==> src/rtl/scan_seq_pkg.sv <==
// Shared types and command codes of the scan sequencer.
// Assumes the command code sits in the top four bits of the input word.
package scan_seq_pkg;
    typedef enum logic [1:0] {
        SEL_DIRECT = 2'd0,
        SEL_MASKED = 2'd1,
        SEL_BOUNDED = 2'd2
    } sel_mode_e;

    localparam logic [3:0] OP_DIRECT  = 4'b0001;
    localparam logic [3:0] OP_MASKED  = 4'b0010;
    localparam logic [3:0] OP_BOUNDED = 4'b0011;
    localparam logic [3:0] OP_ARM_MASK = 4'b1000;
    localparam logic [3:0] OP_SET_LAST = 4'b1001;
endpackage

==> src/rtl/seq_frame_timer.sv <==
// Counts falling serial-clock strobes within a frame and flags the select edge.
// Assumes frame_start and sclk_fall never share a cycle.
module seq_frame_timer #(
    parameter int FRAME_BITS = 16,
    parameter int SEL_EDGE   = 2
) (
    input  logic clk,
    input  logic rst_n,
    input  logic frame_start,
    input  logic sclk_fall,
    output logic sel_strobe
);
    localparam int CNT_W = $clog2(FRAME_BITS + 1);
    localparam logic [CNT_W-1:0] CNT_MAX = CNT_W'(FRAME_BITS);
    localparam logic [CNT_W-1:0] CNT_HIT = CNT_W'(SEL_EDGE - 1);

    logic [CNT_W-1:0] edge_cnt;

    // Edge counter: cleared at frame start, saturates at the frame length.
    always_ff @(posedge clk) begin
        if (!rst_n) begin
            edge_cnt <= '0;
        end else if (frame_start) begin
            edge_cnt <= '0;
        end else if (sclk_fall && edge_cnt != CNT_MAX) begin
            edge_cnt <= edge_cnt + 1'b1;
        end
    end

    assign sel_strobe = sclk_fall && (edge_cnt == CNT_HIT);
endmodule

==> src/rtl/seq_cfg_regs.sv <==
// Decodes each completed command word into mode, directed channel, scan mask
// and last channel. A mask-arm word makes the next whole word the mask.
// Assumes cmd_valid pulses once per frame, after the last input bit.
module seq_cfg_regs
    import scan_seq_pkg::*;
#(
    parameter int NCH    = 16,
    parameter int WORD_W = 16,
    localparam int CW    = $clog2(NCH)
) (
    input  logic              clk,
    input  logic              rst_n,
    input  logic              cmd_valid,
    input  logic [WORD_W-1:0] cmd_word,
    output sel_mode_e         mode,
    output logic [CW-1:0]     direct_ch,
    output logic [NCH-1:0]    scan_mask,
    output logic [CW-1:0]     last_ch
);
    localparam int DIRECT_LSB = 7;
    localparam int LAST_LSB   = 6;

    logic [3:0] opcode;
    logic       arm_q;

    assign opcode = cmd_word[WORD_W-1 -: 4];

    // Command decode and program register update.
    always_ff @(posedge clk) begin
        if (!rst_n) begin
            mode      <= SEL_DIRECT;
            direct_ch <= '0;
            scan_mask <= '1;
            last_ch   <= CW'(NCH - 1);
            arm_q     <= 1'b0;
        end else if (cmd_valid) begin
            if (arm_q) begin
                scan_mask <= cmd_word[NCH-1:0];
                arm_q     <= 1'b0;
            end else begin
                case (opcode)
                    OP_DIRECT: begin
                        mode      <= SEL_DIRECT;
                        direct_ch <= cmd_word[DIRECT_LSB +: CW];
                    end
                    OP_MASKED:   mode    <= SEL_MASKED;
                    OP_BOUNDED:  mode    <= SEL_BOUNDED;
                    OP_ARM_MASK: arm_q   <= 1'b1;
                    OP_SET_LAST: last_ch <= cmd_word[LAST_LSB +: CW];
                    default: ;
                endcase
            end
        end
    end

    // Loading the mask word leaves the mode alone and disarms.
    assert_mask_frame_keeps_mode_R5: assert property (@(posedge clk) disable iff (!rst_n)
        (arm_q && cmd_valid) |=> ($stable(mode) && !arm_q));

    // Programming the last channel leaves the mode alone.
    assert_setlast_keeps_mode_R8: assert property (@(posedge clk) disable iff (!rst_n)
        (!arm_q && cmd_valid && opcode == OP_SET_LAST) |=> $stable(mode));
endmodule

==> src/rtl/seq_next_ch.sv <==
// Computes the channel to select at the next select edge for the current mode.
// Purely combinational; the caller registers the result.
module seq_next_ch
    import scan_seq_pkg::*;
#(
    parameter int NCH = 16,
    localparam int CW = $clog2(NCH)
) (
    input  sel_mode_e      mode,
    input  logic [CW-1:0]  cur_ch,
    input  logic [CW-1:0]  direct_ch,
    input  logic [NCH-1:0] scan_mask,
    input  logic [CW-1:0]  last_ch,
    output logic [CW-1:0]  next_ch
);
    logic [NCH-1:0] above;
    logic [CW-1:0]  first_above;
    logic [CW-1:0]  first_any;
    logic           has_above;
    logic [CW-1:0]  masked_ch;
    logic [CW-1:0]  bounded_ch;

    // Enabled channels strictly above the current one.
    for (genvar g = 0; g < NCH; g++) begin : g_above
        assign above[g] = scan_mask[g] && (cur_ch < CW'(g));
    end

    // Lowest set bit of each vector; scanning downward lets the lowest win.
    always_comb begin
        first_above = '0;
        first_any   = '0;
        for (int i = NCH - 1; i >= 0; i--) begin
            if (above[i])     first_above = CW'(i);
            if (scan_mask[i]) first_any   = CW'(i);
        end
    end

    assign has_above  = |above;
    assign masked_ch  = has_above ? first_above : first_any;
    assign bounded_ch = (cur_ch >= last_ch) ? '0 : cur_ch + 1'b1;

    // Mode selects the policy.
    always_comb begin
        case (mode)
            SEL_MASKED:  next_ch = masked_ch;
            SEL_BOUNDED: next_ch = bounded_ch;
            default:     next_ch = direct_ch;
        endcase
    end
endmodule

==> src/rtl/scan_sequencer.sv <==
// Top of the scan sequencer: registers the multiplexer select at the select
// edge and pipelines the channel tag to the frame that returns its sample.
// Assumes the serial engine supplies single-cycle strobes in the clk domain.
module scan_sequencer
    import scan_seq_pkg::*;
#(
    parameter int NCH        = 16,
    parameter int WORD_W     = 16,
    parameter int FRAME_BITS = 16,
    parameter int SEL_EDGE   = 2,
    localparam int CW        = $clog2(NCH)
) (
    input  logic              clk,
    input  logic              rst_n,
    input  logic              frame_start,
    input  logic              sclk_fall,
    input  logic              cmd_valid,
    input  logic [WORD_W-1:0] cmd_word,
    output logic [CW-1:0]     mux_sel,
    output logic [CW-1:0]     tag_ch,
    output logic              tag_valid
);
    sel_mode_e      mode;
    logic [CW-1:0]  direct_ch;
    logic [NCH-1:0] scan_mask;
    logic [CW-1:0]  last_ch;
    logic [CW-1:0]  next_ch;
    logic           sel_strobe;
    logic           seen_frame;
    logic           sel_enabled;

    seq_frame_timer #(.FRAME_BITS(FRAME_BITS), .SEL_EDGE(SEL_EDGE)) u_timer (
        .clk(clk), .rst_n(rst_n), .frame_start(frame_start),
        .sclk_fall(sclk_fall), .sel_strobe(sel_strobe)
    );

    seq_cfg_regs #(.NCH(NCH), .WORD_W(WORD_W)) u_cfg (
        .clk(clk), .rst_n(rst_n), .cmd_valid(cmd_valid), .cmd_word(cmd_word),
        .mode(mode), .direct_ch(direct_ch), .scan_mask(scan_mask), .last_ch(last_ch)
    );

    seq_next_ch #(.NCH(NCH)) u_next (
        .mode(mode), .cur_ch(mux_sel), .direct_ch(direct_ch),
        .scan_mask(scan_mask), .last_ch(last_ch), .next_ch(next_ch)
    );

    // Multiplexer select register, moved only at the select edge.
    always_ff @(posedge clk) begin
        if (!rst_n) mux_sel <= '0;
        else if (sel_strobe) mux_sel <= next_ch;
    end

    // Tag pipeline: the channel acquired last frame is sampled now.
    always_ff @(posedge clk) begin
        if (!rst_n) begin
            tag_ch     <= '0;
            tag_valid  <= 1'b0;
            seen_frame <= 1'b0;
        end else if (frame_start) begin
            tag_ch     <= mux_sel;
            tag_valid  <= seen_frame;
            seen_frame <= 1'b1;
        end
    end

    assign sel_enabled = scan_mask[mux_sel];

    assert_sel_only_at_edge_R1: assert property (@(posedge clk) disable iff (!rst_n)
        !$stable(mux_sel) |-> $past(sel_strobe));

    assert_tag_follows_sel_R2: assert property (@(posedge clk) disable iff (!rst_n)
        frame_start |=> (tag_ch == $past(mux_sel)));

    assert_direct_pick_R3: assert property (@(posedge clk) disable iff (!rst_n)
        (sel_strobe && mode == SEL_DIRECT) |=> (mux_sel == $past(direct_ch)));

    assert_masked_enabled_R4: assert property (@(posedge clk) disable iff (!rst_n)
        (sel_strobe && mode == SEL_MASKED && (|scan_mask) && !cmd_valid) |=> sel_enabled);

    assert_bounded_step_R6: assert property (@(posedge clk) disable iff (!rst_n)
        (sel_strobe && mode == SEL_BOUNDED) |=> (mux_sel == '0 || mux_sel == $past(mux_sel) + 1'b1));

    assert_reset_state_R7: assert property (@(posedge clk)
        !rst_n |=> (mux_sel == '0 && tag_ch == '0 && !tag_valid));
endmodule

==> config.mk <==
export PLATFORM = sky130hd
export DESIGN_NAME = scan_sequencer
export DESIGN_NICKNAME = d
export VERILOG_FILES = /design/src/rtl/scan_seq_pkg.sv /design/src/rtl/seq_frame_timer.sv /design/src/rtl/seq_cfg_regs.sv /design/src/rtl/seq_next_ch.sv /design/src/rtl/scan_sequencer.sv
export SDC_FILE = /design/constraint.sdc
export NUM_CORES = 1
export LEC_CHECK = 0
export BUFFER_PORTS_ARGS = -buffer_cell sky130_fd_sc_hd__buf_4
export CAP_MARGIN = 20
export CORE_UTILIZATION = 50
export CTS_CLUSTER_DIAMETER = 60
export DETAILED_ROUTE_END_ITERATION = 16
export PLACE_DENSITY = 0.79
export SYNTH_ARGS = -nofsm -noshare
export SYNTH_HDL_FRONTEND = slang
export SYNTH_SLANG_ARGS = --single-unit
==> constraint.sdc <==
create_clock -name clk -period 2.2 [get_ports clk]
set_clock_uncertainty 0.2 [all_clocks]
set_input_delay 0.44 -clock clk [delete_from_list [all_inputs] [get_ports clk]]
set_output_delay 0.44 -clock clk [all_outputs]
set_load 0.01 [all_outputs]
==> results.md <==
* Crit-path cells: buf_12 > and3_1 > a2bb2oi_1 > nand4bb_1 > nand3b_1 > a221oi_2 > o22ai_1
* Largest area contributor in the netlist: dfxtp_1
* CP max stage delay at 0.41 ns
* N_diodes at 0
* Least-Margin Pin Slew at 0.371 ns
* DRC at 0
* Synth warn at 0
* Outcome: complete, no violations
* Core Footprint at 4750 sq um
* CTS tree: built
* Count of pins over their slew limit at 0
* Sequential area share after synthesis at 0.340
* Synthesized area at 2480 sq um
* Fin nets at 372
* Fin Setup TNS at 0 ns
* Vias in the first global route at 2,122
* Hold Buf Count CTS at 0
* Initial antenna violation count at 0
* Buf/Inv on CP at 1
* CP max-delay cell: dfxtp_2
* WL/cell at 15.1 microns
* Max Cap Violations at 0
* Non-Filler Instances at 407
* Clock Pin Slew Worst Setup and Hold Paths at 0.08 ns
* Worst endpoint required time at 2.17 ns
* CTS buffer count at 5
* ANT nets after route at 0
* Maximum root-to-sink buffer count at 2
* Seq cells post-synth at 42
* Total gr overflow at 0
* Crit path from: mux_sel[2]
* IO Port Bufs at 29
* Via count at 2,359
* Combinational share of power at 0.088
* GRT Resource Usage Total at 0.251
* Final WL at 6140 microns
* Rows at 25
* Pint at 1.05 mW
* Relative slew margins at 0.750
* Sw frac at 0.245
* Die area at 5240 sq um
* Largest net degree at the start of global routing at 42
* Worst R2R Start: mux_sel[2]
* Critical hold path startpoint: cmd_word[4]
* Layout area overhead at 17.9%
* Max frequency at 457 MHz
* Top delay family on crit path: compound AO/OA/AOI/OAI gates
* Largest cells by area after synthesis: dfxtp_1 (34%), nand2_1 (7.1%), ha_1 (5.6%)
* Placed Area at 2810 sq um
* Share of the synthesized area in the top cell type at 0.340
* Worst setup path class: flop to flop
* RSZ-0062 raised after global routing: false
* CTS HTree Levels at 2
* Synthesized area per cell at 8.09 sq um
* Primary FF master, synth: dfxtp_1
* Die Y-Extent at 72.4 microns
* Worst Hold Class: input port to flop
* First-pass GRT wire length at 10,100 microns
* Most common cell after layout, fill and taps aside: nand2_1
* Mapped Cells at 306
* Startpoint Class: flop
* Layout cell share with drive strength beyond 1 at 0.194
* Worst Path Arrival at 2.16 ns
* Final hold vios at 0
* Peak VDD IR at 389 uV
* Reg power frac at 0.565
* Net Count, Synth at 338
* Commonest non-fill, non-tap cells in the layout: nand2_1 (47), buf_4 (42), dfxtp_1 (38), nor2_1 (20)
* Final Critical Period at 2.19 ns
* CTS sink count at 42
* Post-synth EDFFs at 0
* Final Cycle Share at 0.995
* Post-layout util at 0.614
* Routability-driven placement congestion ratio at 0.961
* Psw at 0.339 mW
* Design Power at 1.39 mW
* Die Span X at 72.4 microns
* Root Driver: clkbuf_8
* Dpl hpwl at 4570 microns
* Starting Density at 0.521
* Lkg Pwr at 1.30 nW
* Synth cell types at 59
* Clock latency on the worst-skew pair at 0.29 ns
* Critical path peak fanout at 16
* Final non-filler cell area at 2920 sq um
* Post-synth ARST share at 0
* Pwr/cell area at 475 nW/um^2
* Critical Path Sink Type: flop
* Final setup vio count at 0
* Via density at 5.80
* 1st-iter DRT viols at 191
* Clock power frac at 0.347
* Drt first pass iters at 5
* Dpl cells at 400
* Io pins at 30
-- cells in the mapped netlist (all sizes together), types with 3 or more instances --
library cell	n
nor3	4
mux2i	13
nand2	47
a21boi	3
dfxtp	42
nand4	3
o211ai	10
o21ai	13
nor2	21
nor4	3
a21oi	7
nand3	18
a211oi	4
clkbuf	10
nand2b	12
a31oi	3
o311ai	4
inv	18
xor2	5
buf	6
or2	3
nor2b	12
ha	11
-- registers in the layout (all words and copies together), names as in the netlist --
signal and count:
mux_sel 4, seen_frame 1, tag_ch 4, tag_valid 1
u_cfg.arm_q 1, u_cfg.direct_ch 4, u_cfg.last_ch 4, u_cfg.mode 2
u_cfg.scan_mask 16, u_timer.edge_cnt 5
-- worst register-to-register path, delay by kind of cell, from the launching register on --
| family | cells | cell delay [ns] |
|---|---|---|
| compound gates | 3 | 0.69 |
| simple gates | 3 | 0.61 |
| buf+inv | 1 | 0.16 |
| flops | 1 | 0.41 |
-- repair_timing --
action / 4_1_cts / 5_1_grt
endpoints found under the setup margin: 1 / 4
endpoints found under the hold margin: 0 / 0
resized for setup: 1 / 8
setup buffers: 0 / 0
-- logic make-up (layout without fill, tap and decap cells) --
group | after synthesis | in the layout | synth area share
fa+ha+maj | 11 | 11 | 0.0556
mux | 13 | 13 | 0.0525
compound gates | 66 | 66 | 0.200
flops | 42 | 42 | 0.340
xor+xnor | 6 | 6 | 0.0212
buf+inv | 34 | 68 | 0.0606
simple gates | 134 | 134 | 0.270
-- worst paths after layout --
kind / to / slack [ns] / cells past startpoint
worst max-delay path: mux_sel[2] / 0.01 / 7
worst min-delay path: u_cfg.scan_mask[4] / 0.15 / 3
worst max register to register: mux_sel[2] / 0.01 / 7
worst min register to register: u_cfg.last_ch[0] / 0.28 / 2
-- through the flow --
stage | worst slack, ns | hold slack [ns]
5_1_grt | 0.00373 | 0.156
2_1_floorplan | 0.0602 | 0.227
6_report | 0.0109 | 0.150
4_1_cts | 0.00891 | 0.145
3_5_place_dp | 0.00597 | 0.266
3_3_place_gp | 0.0781 | 0.237
-- area by class of cell --
| cell class | count | area (sq um) |
|---|---|---|
| sequential | 42 | 846 |
| clock buffer | 6 | 72.6 |
| multi-input combinational | 230 | 1510 |
| fill | 437 | 1830 |
| clock inverter | 1 | 7.51 |
| timing repair buffer | 43 | 335 |
| tap | 67 | 83.8 |
| inverter | 18 | 67.6 |
-- power groups by stage --
| stage | clock network (mW) | registers (mW) | logic [mW] |
|---|---|---|---|
| after CTS | 0.492 | 0.782 | 0.121 |
| after floorplan | 0 | 0.798 | 0.0645 |
| after global placement | 0 | 0.800 | 0.118 |
| final | 0.481 | 0.783 | 0.122 |
| after global routing | 0.519 | 0.785 | 0.134 |
| after detailed placement | 0 | 0.800 | 0.121 |
-- layer usage --
metal / track usage / part of all wire / vias to the layer above
li1: - / - / 1149
met1: 0.341 / 0.43 / 1091
met2: 0.395 / 0.47 / 106
met3: 0.0486 / 0.074 / 13
met4: 0.0893 / 0.020 / 0
met5: 0 / 0 / -
Note: power is estimated with default switching activity, not from simulation.
